**config.mk**
```make
export PLATFORM = sky130hd
export DESIGN_NAME = bank_map_regs
export DESIGN_NICKNAME = d
export VERILOG_FILES = /design/src/rtl/bmr_pkg.sv /design/src/rtl/bmr_rst_sync.sv /design/src/rtl/bmr_decode.sv /design/src/rtl/bmr_chr_regs.sv /design/src/rtl/bank_map_regs.sv
export SDC_FILE = /design/constraint.sdc
export NUM_CORES = 1
export LEC_CHECK = 0
export BUFFER_PORTS_ARGS = -buffer_cell sky130_fd_sc_hd__buf_4
export CAP_MARGIN = 40
export CORE_ASPECT_RATIO = 2
export CORE_MARGIN = 4
export CORE_UTILIZATION = 25
export DETAILED_ROUTE_END_ITERATION = 8
export PLACE_DENSITY = 0.55
export SLEW_MARGIN = 15
export SYNTH_ARGS = -nofsm -noshare
export SYNTH_HDL_FRONTEND = slang
export SYNTH_HIERARCHICAL = 1
export SYNTH_SLANG_ARGS = --single-unit
export TNS_END_PERCENT = 5
```
**constraint.sdc**
```tcl
create_clock -name clk -period 3.4 [get_ports clk]
set_clock_uncertainty 0.2 [all_clocks]
set_input_delay 0.51 -clock clk [delete_from_list [all_inputs] [get_ports clk]]
set_output_delay 0.51 -clock clk [all_outputs]
set_load 0.01 [all_outputs]
```
**src/rtl/bmr_pkg.sv**
```systemverilog
package bmr_pkg;
  localparam int DATA_W   = 8;
  localparam int CHR_SLOTS = 8;
  localparam int CHR_IDX_W = $clog2(CHR_SLOTS);
  localparam logic [15:0] ADDR_MASK = 16'hF0CF;

  typedef enum logic [2:0] {
    TGT_NONE,
    TGT_PRG_SW,
    TGT_PRG_MID,
    TGT_MIRROR,
    TGT_MODE,
    TGT_CHR
  } target_e;

  typedef struct packed {
    target_e              tgt;
    logic [CHR_IDX_W-1:0] chr_idx;
    logic                 hi_nib;
  } wr_dec_t;
endpackage

```
**src/rtl/bmr_rst_sync.sv**
```systemverilog
module bmr_rst_sync (
  input  logic clk,
  input  logic rst_n,
  output logic rst_n_sync
);
  logic [1:0] sync_q;

  always_ff @(posedge clk or negedge rst_n) begin
    if (!rst_n) sync_q <= 2'b00;
    else        sync_q <= {sync_q[0], 1'b1};
  end

  assign rst_n_sync = sync_q[1];
endmodule

```
**src/rtl/bmr_decode.sv**
```systemverilog
module bmr_decode
  import bmr_pkg::*;
(
  input  logic        wr_en,
  input  logic [15:0] addr,
  output wr_dec_t     dec
);
  logic [15:0] masked;
  logic [1:0]  pair;
  logic        grp_chr;

  assign masked = addr & ADDR_MASK;

  always_comb begin
    grp_chr = 1'b1;
    pair    = 2'd0;
    case (masked[15:12])
      4'hB:    pair = 2'd0;
      4'hC:    pair = 2'd1;
      4'hD:    pair = 2'd2;
      4'hE:    pair = 2'd3;
      default: grp_chr = 1'b0;
    endcase
  end

  always_comb begin
    dec = '{tgt: TGT_NONE, chr_idx: '0, hi_nib: 1'b0};
    if (wr_en) begin
      if (grp_chr) begin
        case (masked[11:0])
          12'h000:                   dec = '{tgt: TGT_CHR, chr_idx: {pair, 1'b0}, hi_nib: 1'b0};
          12'h002, 12'h040:          dec = '{tgt: TGT_CHR, chr_idx: {pair, 1'b0}, hi_nib: 1'b1};
          12'h001, 12'h004, 12'h080: dec = '{tgt: TGT_CHR, chr_idx: {pair, 1'b1}, hi_nib: 1'b0};
          12'h003, 12'h006, 12'h0C0: dec = '{tgt: TGT_CHR, chr_idx: {pair, 1'b1}, hi_nib: 1'b1};
          default: ;
        endcase
      end else begin
        case (masked)
          16'h8000:           dec.tgt = TGT_PRG_SW;
          16'hA000:           dec.tgt = TGT_PRG_MID;
          16'h9000:           dec.tgt = TGT_MIRROR;
          16'h9002, 16'h9080: dec.tgt = TGT_MODE;
          default: ;
        endcase
      end
    end
  end
endmodule

```
**src/rtl/bmr_chr_regs.sv**
```systemverilog
module bmr_chr_regs
  import bmr_pkg::*;
(
  input  logic                           clk,
  input  logic                           rst_n,
  input  logic                           wr,
  input  logic [CHR_IDX_W-1:0]           idx,
  input  logic                           hi_nib,
  input  logic [3:0]                     nib,
  output logic [CHR_SLOTS-1:0][DATA_W-1:0] bank_q
);
  for (genvar i = 0; i < CHR_SLOTS; i++) begin : g_slot
    logic              en;
    logic [DATA_W-1:0] bank_d;

    assign en = wr && (idx == CHR_IDX_W'(i));

    always_comb begin
      bank_d = bank_q[i];
      if (hi_nib) bank_d[7:4] = nib;
      else        bank_d[3:0] = nib;
    end

    always_ff @(posedge clk or negedge rst_n) begin
      if (!rst_n)  bank_q[i] <= DATA_W'(i);
      else if (en) bank_q[i] <= bank_d;
    end
  end
endmodule

```
**src/rtl/bank_map_regs.sv**
```systemverilog
module bank_map_regs
  import bmr_pkg::*;
#(
  parameter int PRG_W = 8
) (
  input  logic                      clk,
  input  logic                      rst_n,
  input  logic                      wr_en,
  input  logic [15:0]               addr,
  input  logic [7:0]                wdata,
  input  logic [PRG_W-1:0]          prg_bank_count,
  output logic [3:0][PRG_W-1:0]     prg_bank_o,
  output logic [7:0][7:0]           chr_bank_o,
  output logic [1:0]                mirror_o
);
  localparam logic [PRG_W-1:0] ONE = PRG_W'(1);

  logic       rst_n_sync;
  wr_dec_t    dec;

  logic [PRG_W-1:0] prg_sw_q, prg_sw_d;
  logic [PRG_W-1:0] prg_mid_q, prg_mid_d;
  logic [1:0]       mirror_q, mirror_d;
  logic             swap_q, swap_d;
  logic             en_sw, en_mid, en_mir, en_mode;
  logic [PRG_W-1:0] fixed_lo, fixed_hi;

  bmr_rst_sync u_rst_sync (
    .clk        (clk),
    .rst_n      (rst_n),
    .rst_n_sync (rst_n_sync)
  );

  bmr_decode u_decode (
    .wr_en (wr_en),
    .addr  (addr),
    .dec   (dec)
  );

  bmr_chr_regs u_chr (
    .clk    (clk),
    .rst_n  (rst_n_sync),
    .wr     (dec.tgt == TGT_CHR),
    .idx    (dec.chr_idx),
    .hi_nib (dec.hi_nib),
    .nib    (wdata[3:0]),
    .bank_q (chr_bank_o)
  );

  // Clock enables per register
  assign en_sw   = (dec.tgt == TGT_PRG_SW);
  assign en_mid  = (dec.tgt == TGT_PRG_MID);
  assign en_mir  = (dec.tgt == TGT_MIRROR);
  assign en_mode = (dec.tgt == TGT_MODE);

  // Next-state
  always_comb begin
    prg_sw_d  = wdata[PRG_W-1:0];
    prg_mid_d = wdata[PRG_W-1:0];
    mirror_d  = wdata[1:0];
    swap_d    = wdata[1];
  end

  // State registers
  always_ff @(posedge clk or negedge rst_n_sync) begin
    if (!rst_n_sync) begin
      prg_sw_q  <= '0;
      prg_mid_q <= ONE;
      mirror_q  <= 2'd0;
      swap_q    <= 1'b0;
    end else begin
      if (en_sw)   prg_sw_q  <= prg_sw_d;
      if (en_mid)  prg_mid_q <= prg_mid_d;
      if (en_mir)  mirror_q  <= mirror_d;
      if (en_mode) swap_q    <= swap_d;
    end
  end

  // Window mapping
  assign fixed_hi = prg_bank_count - ONE;
  assign fixed_lo = prg_bank_count - (ONE + ONE);

  always_comb begin
    prg_bank_o[0] = swap_q ? fixed_lo : prg_sw_q;
    prg_bank_o[1] = prg_mid_q;
    prg_bank_o[2] = swap_q ? prg_sw_q : fixed_lo;
    prg_bank_o[3] = fixed_hi;
  end

  assign mirror_o = mirror_q;
endmodule

```
# Word-level counts from Yosys, hierarchy flattened
# Cells that the tools add are included.
# Widths: inputs -> output; s select.
[totals] elab_cells=93 input_bits=35 output_inout_bits=98 regBits=85
[op_classes] bitwise=1 n_addsub=2 eq_ne=29 n_mux=9 n_reduce_logical=31
[ops] cell="$eq 10x10->1 const B" count=5
[ops] cell="$reduce_and 2->1" count=16
[ops] cell="$pmux 7 s4" count=1
[ops] cell="$eq 3x3->1 const B" count=6
[ops] cell="$eq 4x4->1 const B" count=4
[ops] cell="$mux 8" count=2
[ops] cell="$eq 3x2->1 const B" count=4
[ops] cell="$eq 6x2->1 const B" count=2
[ops] cell="$eq 6x3->1 const B" count=2
[ops] cell="$eq 6x6->1 const B" count=2
[ops] cell="$logic_not 12->1" count=1
[ops] cell="$pmux 3 s4" count=1
[ops] cell="$logic_and 1x1->1" count=8
[ops] cell="$sub 8x1->8 const B" count=1
[ops] cell="$sub 8x2->8 const B" count=1
[ops] cell="$mux 7" count=1
[ops] cell="$eq 3x1->1 const B" count=2
[ops] cell="$eq 6x1->1 const B" count=1
[ops] cell="$eq 6x5->1 const B" count=1
[ops] cell="$pmux 2 s3" count=1
[ops] cell="$reduce_or 3->1" count=2
[ops] cell="$mux 4" count=1
[ops] cell="$reduce_or 2->1" count=2
[ops] cell="$reduce_or 4->1" count=1
[ops] cell="other kinds (4)" count=4

# Logic depth before layout (Yosys ltp)
[depth] depth_word=8 depth_mapped=8 mapped_depth_nobuf=7

# Hierarchy
# Netlist, hierarchy kept.
[by_module_without_submodules] module="bmr_chr_regs" area_per_inst_um2=2528.7 cells_each=156 seq_area_each_um2=1616.6 n_inst=1
[by_module_without_submodules] module="bank_map_regs" area_per_inst_um2=1157.4 cells_each=105 seq_area_each_um2=476.7 n_inst=1
[by_module_without_submodules] module="bmr_decode" area_per_inst_um2=261.5 cells_each=38 seq_area_each_um2=0.0 n_inst=1
[by_module_without_submodules] module="bmr_rst_sync" area_per_inst_um2=53.8 cells_each=3 seq_area_each_um2=50.0 n_inst=1

# Worst setup path before layout
# No wires, ideal clock.
[synth_path] path_kind="input -> register" start="input addr[6]" end="register u_chr/bank_q[20] in the netlist's numbering" t_arrival_ns=2.407 path_buffers=1 t_required_ns=3.075 cell_stages=8 setup_ns=0.125 path_slack_ns=0.668 path_cell_list="buf_2 nor4_2 a21oi_1 a32oi_1 and3b_1 nor3b_2 and2b_1 mux2_2"
[synth_lines] element="start, declared" line_no="bank_map_regs.sv:9" source="input logic [15:0] addr,"
[synth_lines] element="end signal, assigned by index" line_no="bmr_chr_regs.sv:25" source="if (!rst_n) bank_q[i] <= DATA_W'(i);"
[synth_lines] element="end signal, assigned by index" line_no="bmr_chr_regs.sv:26" source="else if (en) bank_q[i] <= bank_d;"
[synth_lines] element="end, declared" line_no="bmr_chr_regs.sv:10" source="output logic [CHR_SLOTS-1:0][DATA_W-1:0] bank_q"

==> results.py <==
metrics = {
    "yosys": {
        "async_flop_share_pct": 100,
        "postSynthCellCount": 302,
        "avgSynthCellArea_um2": 13.2,
        "synthesis.area_um2": 4000,
        "synthFlopType": "dfrtp_1",
        "yosysTopAreaCell": "dfrtp_1",
        "yosys.area.top_type_share_pct": 45.0,
        "yosys_warnings": 6,
        "ys_types": 47,
        "seq_area_frac_synth_pct": 53.6,
        "syn-num-nets": 340,
        "synth_area_leaders": "dfrtp_1, mux2_2, dfstp_2",
        "synth-edff-count": 0,
        "synth_seq_cells": 85,
    },
    "place": {
        "numPortBuffers": 126,
        "pre_cts_ws_ps": 331,
        "place.gp.congestion": 0.864,
        "place_area_um2": 5220,
        "place_hpwl_um": 8810,
    },
    "die": {
        "design.die.area_um2": 18200,
        "core_um2": 15800,
        "die_w_um": 97.5,
        "rows": 65,
        "start_util_pct": 25.4,
        "ios": 133,
        "die_h_um": 187,
    },
    "cells_and_area": {
        "drive_above_1_share_pct": 59.7,
        "post-route-util_pct": 34.9,
        "area_growth_pct": 37.7,
        "fin_area_um2": 5510,
        "nNetsFinal": 477,
        "diodes": 0,
    },
    "timing": {
        "max_freq_mhz": 351,
        "fin_ws_ps": 551,
        "holdWs_ps": 97.0,
        "period_needed_ps": 2850,
        "setup_tns_ps": 0,
        "slew_headroom_pct": 61.6,
        "finalSetupViolCount": 0,
        "fin_crit_sh_pct": 83.8,
        "rsz0062_at_grt": "no",
        "maxSlewViolCount": 0,
        "tightest_slew_ps": 573,
        "hold_violations": 0,
    },
    "routing": {
        "via_count": 2905,
        "drt_iter0_markers": 45,
        "firstDrtPassIters": 4,
        "drtAntennaViolNets": 0,
        "drc": 0,
        "wire_per_inst_um": 17.6,
        "wirelength_um": 11400,
        "viasPerCell": 4.50,
    },
    "critical_path": {
        "path_max_fanout": 4,
        "criticalPathCategory": "in2out",
        "cp_data_arrival_time_ps": 2140,
        "r2r_setup_slack_ps": 1990,
        "setup.worst_path.end_class": "primary output",
        "worst_setup_path_start_kind": "primary input",
        "worstPathRequired_ps": 2690,
    },
    "worst_hold_path": {
        "holdCritPathClass": "reg2async",
    },
    "global_route": {
        "grt.overflow.total": 0,
        "grt.total_usage_pct": 13.0,
        "grt_pass1_wl_um": 18200,
        "grt_pass1_vias": 3277,
        "antenna_found_initial": 0,
        "grt_max_degree": 48,
    },
    "power": {
        "power_leakage_nw": 2.76,
        "irDropWorstVdd_mv": 0.234,
        "power_density_nw_per_um2": 440,
    },
    "clock_tree": {
        "cts_buffer_depth": 2,
        "cts.sinks": 85,
        "cts_tree": "built",
        "numCtsBuffers": 9,
        "clockRootBuffer": "clkbuf_16",
        "clkTransAtPathRegs_ps": 60,
        "clk_latency_ps": 330,
        "cts-htree-levels": 3,
    },
    "outcome": {
        "status": "finished, final reports clean",
    },
    "flow_run": {
        "drv_cap": 0,
    },
}
==> layout make-up <==
cell class              count  area, um^2
repair buffers            136        1040
clock inverters             4        23.8
well taps                 201         251
fillers                  1608       10300
inverters                   6        22.5
multi-input cells         201        1770
flip-flops and latches     85        2150
clock buffers              12         256
==> sequential cells by signal, summed over array words and instances (netlist names) <==
register / cells
swap_q: 1
prg_mid_q: 8
u_chr/bank_q: 64
prg_sw_q: 8
u_rst_sync/sync_q: 2
mirror_o: 2
==> repair_timing <==
action,in CTS,in global routing
resized for setup,0,0
buffers inserted,0,0
hold buffers,1,0
endpoints found under the hold margin,2,0
==> worst max-delay path, stage by stage <==
cell     delay, ps
buf_4          120
inv_1          120
ha_1           280
or3b_4         420
or3_1          340
a31oi_1        200
buf_4          150
==> cell usage after synthesis (2+ instances only) <==
| cell type | n |
|---|---|
| and3b_1 | 2 |
| clkbuf_1 | 3 |
| nand3b_1 | 3 |
| dfstp_2 | 13 |
| ha_1 | 3 |
| or3_1 | 3 |
| o21ai_0 | 8 |
| or2_2 | 2 |
| a211oi_1 | 2 |
| mux2_2 | 85 |
| a32oi_1 | 2 |
| nand4_1 | 2 |
| nand2_1 | 13 |
| dlygate4sd1_1 | 3 |
| xnor2_1 | 5 |
| mux2_4 | 4 |
| inv_1 | 5 |
| nor3_1 | 3 |
| dfrtp_1 | 72 |
| a31oi_1 | 4 |
| buf_6 | 2 |
| xor2_1 | 6 |
| nor3b_1 | 8 |
| nor3b_2 | 3 |
| nor2_1 | 17 |
| o21bai_1 | 2 |
| nand3_1 | 2 |
| nand2b_1 | 6 |
==> metrics by stage <==
stage	std cells	power (mW)
2_1_floorplan	302	1.32
3_3_place_gp	627	1.52
3_5_place_dp	628	1.54
4_1_cts	645	2.48
5_1_grt	645	2.56
6_report	645	2.43
==> logic make-up after synthesis <==
group                    count (synthesis)  share of synthesized area [%]
XOR/XNOR                                11                           2.41
AND/OR/NAND/NOR                         75                           11.7
adder cells (fa/ha/maj)                  3                          0.938
other                                    1                         0.0937
flip-flops                              85                           53.6
multiplexers                            90                           25.7
buffers and inverters                   16                           2.31
AO/OA/AOI/OAI                           21                           3.28
==> report_power, final <==
group	switching, mW	internal, mW	total, mW
Sequential	0.0488	1.06	1.10
Combinational	0.193	0.212	0.405
Clock	0.384	0.532	0.917
Total	0.626	1.80	2.43
==> path summary, 6_finish.rpt <==
kind                                   endpoint  depth (start not counted)                 start
min                            u_chr/bank_q[47]                          0  u_rst_sync/sync_q[1]
min reg2reg                    u_chr/bank_q[47]                          0  u_rst_sync/sync_q[1]
max                               prg_bank_o[7]                          7     prg_bank_count[1]
max in group asynchronous      u_chr/bank_q[34]                          1  u_rst_sync/sync_q[1]
min in group clk           u_rst_sync/sync_q[1]                          0  u_rst_sync/sync_q[0]
max reg2reg                              swap_q                          2                swap_q
==> per-layer routing <==
metal | track usage (%) | wire length (um) | part of all wire (%) | up-vias
li1 | - | - | - | 1342
met1 | 12.7 | 3970 | 35 | 1462
met2 | 25.5 | 6670 | 59 | 84
met3 | 2.13 | 456 | 4.0 | 17
met4 | 6.29 | 276 | 2.4 | 0
met5 | 0 | 0 | 0 | -
==> layout by cell type (no fill, tap or decap), types with 4 or more instances in the layout <==
cell / synthesis / routed
a31oi_1: 4 / 4
buf_4: 0 / 134
clkbuf_16: 0 / 9
dfrtp_1: 72 / 71
dfstp_2: 13 / 13
inv_1: 5 / 5
mux2_2: 85 / 85
mux2_4: 4 / 4
nand2_1: 13 / 13
nand2b_1: 6 / 6
nor2_1: 17 / 17
nor3b_1: 8 / 8
o21ai_0: 8 / 8
xnor2_1: 5 / 5
xor2_1: 6 / 6
Note: power is estimated with default switching activity, not from simulation.
